**src/rtl/sysmm_pkg.sv**
```systemverilog
package sysmm_pkg;
  typedef enum logic [1:0] {
    ST_IDLE = 2'd0,
    ST_RUN  = 2'd1,
    ST_READ = 2'd2
  } mm_state_e;
endpackage

```
**src/rtl/sysmm_ctrl.sv**
```systemverilog
module sysmm_ctrl
  import sysmm_pkg::*;
#(
  parameter int N  = 3,
  parameter int CW = $clog2(3*N),
  parameter int RW = (N > 1) ? $clog2(N) : 1
) (
  input  logic          clk_i,
  input  logic          rst_ni,
  input  logic          start_i,
  output logic          clr_o,
  output logic          en_o,
  output logic [CW-1:0] cnt_o,
  output logic [RW-1:0] ridx_o,
  output logic          busy_o,
  output logic          done_o,
  output logic          row_vld_o
);
  localparam logic [CW-1:0] LAST_T = CW'(3*N-3);
  localparam logic [RW-1:0] LAST_R = RW'(N-1);

  mm_state_e     state_q;
  logic [CW-1:0] cnt_q;
  logic [RW-1:0] ridx_q;
  logic          done_q;

  always_ff @(posedge clk_i or negedge rst_ni) begin
    if (!rst_ni) begin
      state_q <= ST_IDLE;
      cnt_q   <= '0;
      ridx_q  <= '0;
      done_q  <= 1'b0;
    end else begin
      done_q <= 1'b0;
      unique case (state_q)
        ST_IDLE: if (start_i) begin
          state_q <= ST_RUN;
          cnt_q   <= '0;
        end
        ST_RUN: if (cnt_q == LAST_T) begin
          state_q <= ST_READ;
          ridx_q  <= '0;
          done_q  <= 1'b1;
        end else begin
          cnt_q <= cnt_q + 1'b1;
        end
        ST_READ: if (ridx_q == LAST_R) state_q <= ST_IDLE;
                 else                  ridx_q  <= ridx_q + 1'b1;
        default: state_q <= ST_IDLE;
      endcase
    end
  end

  assign clr_o     = (state_q == ST_IDLE) && start_i;
  assign en_o      = (state_q == ST_RUN);
  assign cnt_o     = cnt_q;
  assign ridx_o    = ridx_q;
  assign busy_o    = (state_q != ST_IDLE);
  assign done_o    = done_q;
  assign row_vld_o = (state_q == ST_READ);


  done_pulse_chk: assert property (@(posedge clk_i) disable iff (!rst_ni)
    done_q |=> !done_q);

  done_time_chk: assert property (@(posedge clk_i) disable iff (!rst_ni)
    (state_q == ST_RUN && cnt_q == LAST_T) |=> done_q);

  first_row_chk: assert property (@(posedge clk_i) disable iff (!rst_ni)
    done_q |-> (state_q == ST_READ && ridx_q == '0));

  start_ignored_chk: assert property (@(posedge clk_i) disable iff (!rst_ni)
    (state_q == ST_RUN && start_i && cnt_q != LAST_T) |=> (state_q == ST_RUN && cnt_q == $past(cnt_q) + 1'b1));
endmodule

```
**src/rtl/sysmm_feeder.sv**
```systemverilog
module sysmm_feeder #(
  parameter int N  = 3,
  parameter int DW = 8,
  parameter int CW = $clog2(3*N)
) (
  input  logic            clk_i,
  input  logic            rst_ni,
  input  logic            ld_i,
  input  logic            en_i,
  input  logic [CW-1:0]   cnt_i,
  input  logic [N*N*DW-1:0] a_i,
  input  logic [N*N*DW-1:0] b_i,
  output logic [N*DW-1:0] left_o,
  output logic [N*DW-1:0] top_o
);
  logic [N*N*DW-1:0] a_q, b_q;

  always_ff @(posedge clk_i or negedge rst_ni) begin
    if (!rst_ni) begin
      a_q <= '0;
      b_q <= '0;
    end else if (ld_i) begin
      a_q <= a_i;
      b_q <= b_i;
    end
  end

  // Skewed wavefront: lane r sees element k when cnt == r + k, zero otherwise
  always_comb begin
    left_o = '0;
    top_o  = '0;
    if (en_i) begin
      for (int r = 0; r < N; r++) begin
        for (int k = 0; k < N; k++) begin
          if (int'(cnt_i) == r + k) begin
            left_o[r*DW +: DW] = a_q[(r*N+k)*DW +: DW];
            top_o[r*DW +: DW]  = b_q[(k*N+r)*DW +: DW];
          end
        end
      end
    end
  end


  idle_zero_chk: assert property (@(posedge clk_i) disable iff (!rst_ni)
    !en_i |-> (left_o == '0 && top_o == '0));
endmodule

```
**src/rtl/sysmm_pe.sv**
```systemverilog
module sysmm_pe #(
  parameter int DW = 8,
  parameter int AW = 2*DW + 2
) (
  input  logic                 clk_i,
  input  logic                 rst_ni,
  input  logic                 clr_i,
  input  logic                 en_i,
  input  logic signed [DW-1:0] a_i,
  input  logic signed [DW-1:0] b_i,
  output logic signed [DW-1:0] a_o,
  output logic signed [DW-1:0] b_o,
  output logic signed [AW-1:0] acc_o
);
  logic signed [2*DW-1:0] prod;
  logic signed [AW-1:0]   prod_x;

  assign prod   = a_i * b_i;
  assign prod_x = {{(AW-2*DW){prod[2*DW-1]}}, prod};

  always_ff @(posedge clk_i or negedge rst_ni) begin
    if (!rst_ni) begin
      a_o   <= '0;
      b_o   <= '0;
      acc_o <= '0;
    end else if (clr_i) begin
      a_o   <= '0;
      b_o   <= '0;
      acc_o <= '0;
    end else begin
      a_o <= a_i;
      b_o <= b_i;
      if (en_i) acc_o <= acc_o + prod_x;
    end
  end


  acc_clear_chk: assert property (@(posedge clk_i) disable iff (!rst_ni)
    clr_i |=> (acc_o == '0));

  fwd_delay_chk: assert property (@(posedge clk_i) disable iff (!rst_ni)
    !clr_i |=> (a_o == $past(a_i) && b_o == $past(b_i)));

  acc_hold_chk: assert property (@(posedge clk_i) disable iff (!rst_ni)
    (!clr_i && !en_i) |=> $stable(acc_o));
endmodule

```
**src/rtl/sysmm_top.sv**
```systemverilog
module sysmm_top #(
  parameter int N  = 3,
  parameter int DW = 8,
  parameter int AW = 2*DW + $clog2(N+1),
  parameter int RW = (N > 1) ? $clog2(N) : 1
) (
  input  logic              clk_i,
  input  logic              rst_ni,
  input  logic              start_i,
  input  logic [N*N*DW-1:0] a_i,
  input  logic [N*N*DW-1:0] b_i,
  output logic              busy_o,
  output logic              done_o,
  output logic              row_vld_o,
  output logic [RW-1:0]     row_idx_o,
  output logic [N*AW-1:0]   row_o
);
  localparam int CW = $clog2(3*N);

  logic          clr, en;
  logic [CW-1:0] cnt;
  logic [RW-1:0] ridx;
  logic [N*DW-1:0] left, top;

  logic signed [DW-1:0] a_w   [N][N];
  logic signed [DW-1:0] b_w   [N][N];
  logic signed [AW-1:0] acc_w [N][N];

  sysmm_ctrl #(.N(N), .CW(CW), .RW(RW)) u_ctrl (
    .clk_i, .rst_ni, .start_i,
    .clr_o(clr), .en_o(en), .cnt_o(cnt), .ridx_o(ridx),
    .busy_o, .done_o, .row_vld_o
  );

  sysmm_feeder #(.N(N), .DW(DW), .CW(CW)) u_feed (
    .clk_i, .rst_ni, .ld_i(clr), .en_i(en), .cnt_i(cnt),
    .a_i, .b_i, .left_o(left), .top_o(top)
  );

  for (genvar i = 0; i < N; i++) begin : g_row
    for (genvar j = 0; j < N; j++) begin : g_col
      logic signed [DW-1:0] a_in, b_in;
      if (j == 0) begin : g_ledge
        assign a_in = left[i*DW +: DW];
      end else begin : g_lint
        assign a_in = a_w[i][j-1];
      end
      if (i == 0) begin : g_tedge
        assign b_in = top[j*DW +: DW];
      end else begin : g_tint
        assign b_in = b_w[i-1][j];
      end
      sysmm_pe #(.DW(DW), .AW(AW)) u_pe (
        .clk_i, .rst_ni, .clr_i(clr), .en_i(en),
        .a_i(a_in), .b_i(b_in),
        .a_o(a_w[i][j]), .b_o(b_w[i][j]), .acc_o(acc_w[i][j])
      );
    end
  end

  always_comb begin
    row_o = '0;
    for (int r = 0; r < N; r++)
      if (int'(ridx) == r)
        for (int c = 0; c < N; c++) row_o[c*AW +: AW] = acc_w[r][c];
  end
  assign row_idx_o = ridx;


  busy_rise_chk: assert property (@(posedge clk_i) disable iff (!rst_ni)
    (!busy_o && start_i) |=> busy_o);

  row_busy_chk: assert property (@(posedge clk_i) disable iff (!rst_ni)
    row_vld_o |-> busy_o);
endmodule

```
**config.mk**
```make
export PLATFORM = sky130hd
export DESIGN_NAME = sysmm_top
export DESIGN_NICKNAME = d
export VERILOG_FILES = /design/src/rtl/sysmm_pkg.sv /design/src/rtl/sysmm_ctrl.sv /design/src/rtl/sysmm_feeder.sv /design/src/rtl/sysmm_pe.sv /design/src/rtl/sysmm_top.sv
export SDC_FILE = /design/constraint.sdc
export NUM_CORES = 2
export LEC_CHECK = 0
export BUFFER_PORTS_ARGS = -buffer_cell sky130_fd_sc_hd__buf_4
export CORE_ASPECT_RATIO = 0.7
export CORE_MARGIN = 1.5
export CORE_UTILIZATION = 58
export CTS_BUF_LIST = sky130_fd_sc_hd__clkbuf_8 sky130_fd_sc_hd__clkbuf_16
export DETAILED_ROUTE_END_ITERATION = 16
export MAX_ROUTING_LAYER = met4
export PLACE_DENSITY = 0.77
export SYNTH_ARGS = -nofsm -noshare
export SYNTH_HDL_FRONTEND = slang
export SYNTH_SLANG_ARGS = --single-unit
```
**constraint.sdc**
```tcl
create_clock -name clk_i -period 8 [get_ports clk_i]
set_input_delay 1.6 -clock clk_i [delete_from_list [all_inputs] [get_ports clk_i]]
set_output_delay 1.6 -clock clk_i [all_outputs]
set_load 0.01 [all_outputs]
```
==> results.yml <==
sta:
  finalMaxSlewViolations: 0
  relSlewSlack: 0.277
  whs_ns: 0.486
  rsz0062_at_grt: "false"
  worst_pin_slew_ns: 1.08
  timing.fmax_mhz: 136
  final.period_utilization: 0.920
  setup_viol: 0
  skew_ns: 0.0210
  finalSetupTns_ns: 0
  fin_crit_ns: 7.36
  hold_viol: 0
power:
  ir_drop_mv: 0.395
  power.density_nw_per_um2: 412
  p_leak_nw: 25.5
hold_path:
  min_path_type: "reg2reg"
  hold_path_startpoint: "g_row[2].g_col[2].u_pe.acc_o[11]"
  hold_end: "g_row[2].g_col[2].u_pe.acc_o[11]"
  hold_depth: 2
critical_path:
  r2r_slack_ns: 0.64
  reg2reg_to: "g_row[0].g_col[2].u_pe.acc_o[16]"
  critPathLaunchType: "flop"
  critPathKind: "reg2reg"
  startpoint: "u_ctrl.cnt_o[0]"
  crit_fanout: 38
  rr_worst_depth: 20
  crit_arrival_ns: 7.83
  crit_path_end_kind: "flop"
  worstReg2RegStart: "u_ctrl.cnt_o[0]"
  worstPathRequired_ns: 8.48
logic_synthesis:
  syn_inst: 4651
  ys.flop_type: "dfrtp_1"
  async_flop_share: 1.00
  synth.avg_cell_area_sq_um: 9.87
  synth_nets: 5903
  seq_area_frac_synth: 0.224
  yosysTopAreaCell: "fa_1"
  synth.cell_area_sq_um: 45900
  synth_top_area_share: 0.314
  synth_top_cells_by_area: "fa_1, dfrtp_1, ha_1"
  ys_types: 58
  yosys_warnings: 0
  synth-seq-cells: 411
  synth_edf_count: 0
placement:
  port_buffers: 205
  place.gp.congestion: 0.923
  dpl.hpwl_mm: 87.6
run:
  maxCapViolCount: 0
clocking:
  cts_tree: "done"
  insertion_delay_ns: 0.60
  clock-sinks: 411
  cts_max_level: 2
  cts_post_setup_buffers_inserted: 0
  cts_buffers: 46
  root_buffer: "clkbuf_16"
  hold_buffers: 0
  cts_buffer_depth: 3
  cts-resized-gates: 0
  clk_pin_slew_ns: 0.06
grt:
  grt_antenna_before_repair: 2
  grt.overflow.total: 0
  grt_max_degree: 167
  grt_pass1_wl_mm: 187
  grt_pass1_vias: 34500
  grt_use_total: 0.300
floorplan:
  core_sq_um: 78600
  start_util: 0.584
  num_io_pins: 206
  rows: 86
  dieArea_sq_um: 80900
  dieWidth_um: 339
  die_h_um: 238
detailed_routing:
  drc: 0
  viasPerCell: 5.56
  vias: 32700
  ant_nets: 0
  firstDrtPassIters: 6
  wl_per_cell_um: 19.1
  drtIter0Drc: 2604
  routed_wl_mm: 112
finish:
  final_cell_mix: "inv_1, fa_1, nand2_1"
  fillers: 6279
  fin_util: 0.638
  nets: 6036
  mostFrequentLayoutCell: "inv_1"
  syn2layout_area_growth_pct: 9.23
  drive_above_1_share: 0.102
outcome:
  status: "completed"
layer usage:
metal	track usage	vias to the layer above	wire length, um
met5	-	-	0
met4	0.0685	0	2730
met3	0.0455	161	7640
met2	0.472	1076	53000
met1	0.414	16600	48700
li1	-	14900	-
flip-flops by register name, summed over array words and instances (netlist names):
| name | count |
|---|---|
| g_row.g_col.u_pe.acc_o | 162 |
| u_feed.a_q | 72 |
| u_feed.b_q | 72 |
| g_row.g_col.u_pe.a_o | 48 |
| g_row.g_col.u_pe.b_o | 48 |
| u_ctrl.cnt_o | 4 |
| u_ctrl.ridx_o | 2 |
| u_ctrl.state_q | 2 |
| u_ctrl.done_o | 1 |
kinds of logic after synthesis:
family	Yosys count	synth area share
AOI/OAI and AO/OA	572	0.0801
adders and majority gates	1105	0.419
xor gates and xnor gates	157	0.0300
buffers and inverters	1047	0.0864
and+or+nand+nor	1213	0.125
DFF	411	0.224
muxes	146	0.0358
final cells by class:
| type | count | area [sq um] | area share |
|---|---|---|---|
| tap | 1056 | 1320 | 0.0263 |
| antenna | 2 | 5.00 | 0.0000998 |
| inverter | 884 | 3320 | 0.0662 |
| sequential | 411 | 10300 | 0.205 |
| clock inverter | 27 | 294 | 0.00586 |
| multi-input combinational | 3193 | 31700 | 0.633 |
| clock buffer | 56 | 1290 | 0.0257 |
| timing repair buffer | 248 | 1910 | 0.0380 |
critical path, stage by stage, from the launching register on:
cell,delay [ns]
dfrtp_1,0.44
inv_1,0.11
ha_2,0.63
nor4b_2,0.32
buf_4,0.26
a21oi_1,0.11
nor2_1,0.45
and2_1,0.21
buf_4,0.24
fa_1,0.48
fa_1,0.50
fa_1,0.56
fa_1,0.43
fa_1,0.47
ha_1,0.38
o21ai_0,0.14
a21oi_1,0.28
o221ai_1,0.24
a2111oi_0,0.58
o21ai_0,0.14
a32o_1,0.27
through the flow:
stage | instances | setup slack, ns | total power, mW | cell area, sq um
global placement | 5792 | 0.950 | 17.8 | 48600
CTS | 5875 | 0.676 | 20.7 | 50100
detailed placement | 5792 | 0.752 | 18.3 | 48600
global route | 5877 | 0.125 | 22.8 | 50100
floorplan | 4651 | 0.535 | 14.2 | 45900
finish | 5877 | 0.642 | 20.7 | 50100
cell usage after synthesis (89+ instances only):
master	n
inv_1	882
fa_1	720
nand2_1	513
dfrtp_1	411
ha_1	385
and2_1	247
nor2_1	228
mux2_2	145
a21oi_1	144
clkbuf_1	115
o21ai_0	115
xnor2_1	89
power by group:
| group | switching [mW] | internal (mW) | leakage, nW |
|---|---|---|---|
| Combinational | 8.12 | 5.96 | 19.5 |
| Clock | 0.933 | 1.31 | 0.798 |
| Sequential | 1.26 | 3.10 | 5.19 |
worst max path at each step:
stage | end | slack [ns] | cells after the start
2_1_floorplan | g_row[0].g_col[0].u_pe.acc_o[17] | 0.53 | 20
3_3_place_gp | g_row[0].g_col[2].u_pe.acc_o[17] | 0.95 | 21
3_5_place_dp | g_row[0].g_col[2].u_pe.acc_o[17] | 0.75 | 19
5_1_grt | g_row[1].g_col[0].u_pe.acc_o[16] | 0.13 | 26
4_1_cts | g_row[0].g_col[2].u_pe.acc_o[17] | 0.68 | 21
6_report | g_row[0].g_col[2].u_pe.acc_o[16] | 0.64 | 20
No activity file was read; power rests on OpenSTA's default activity.
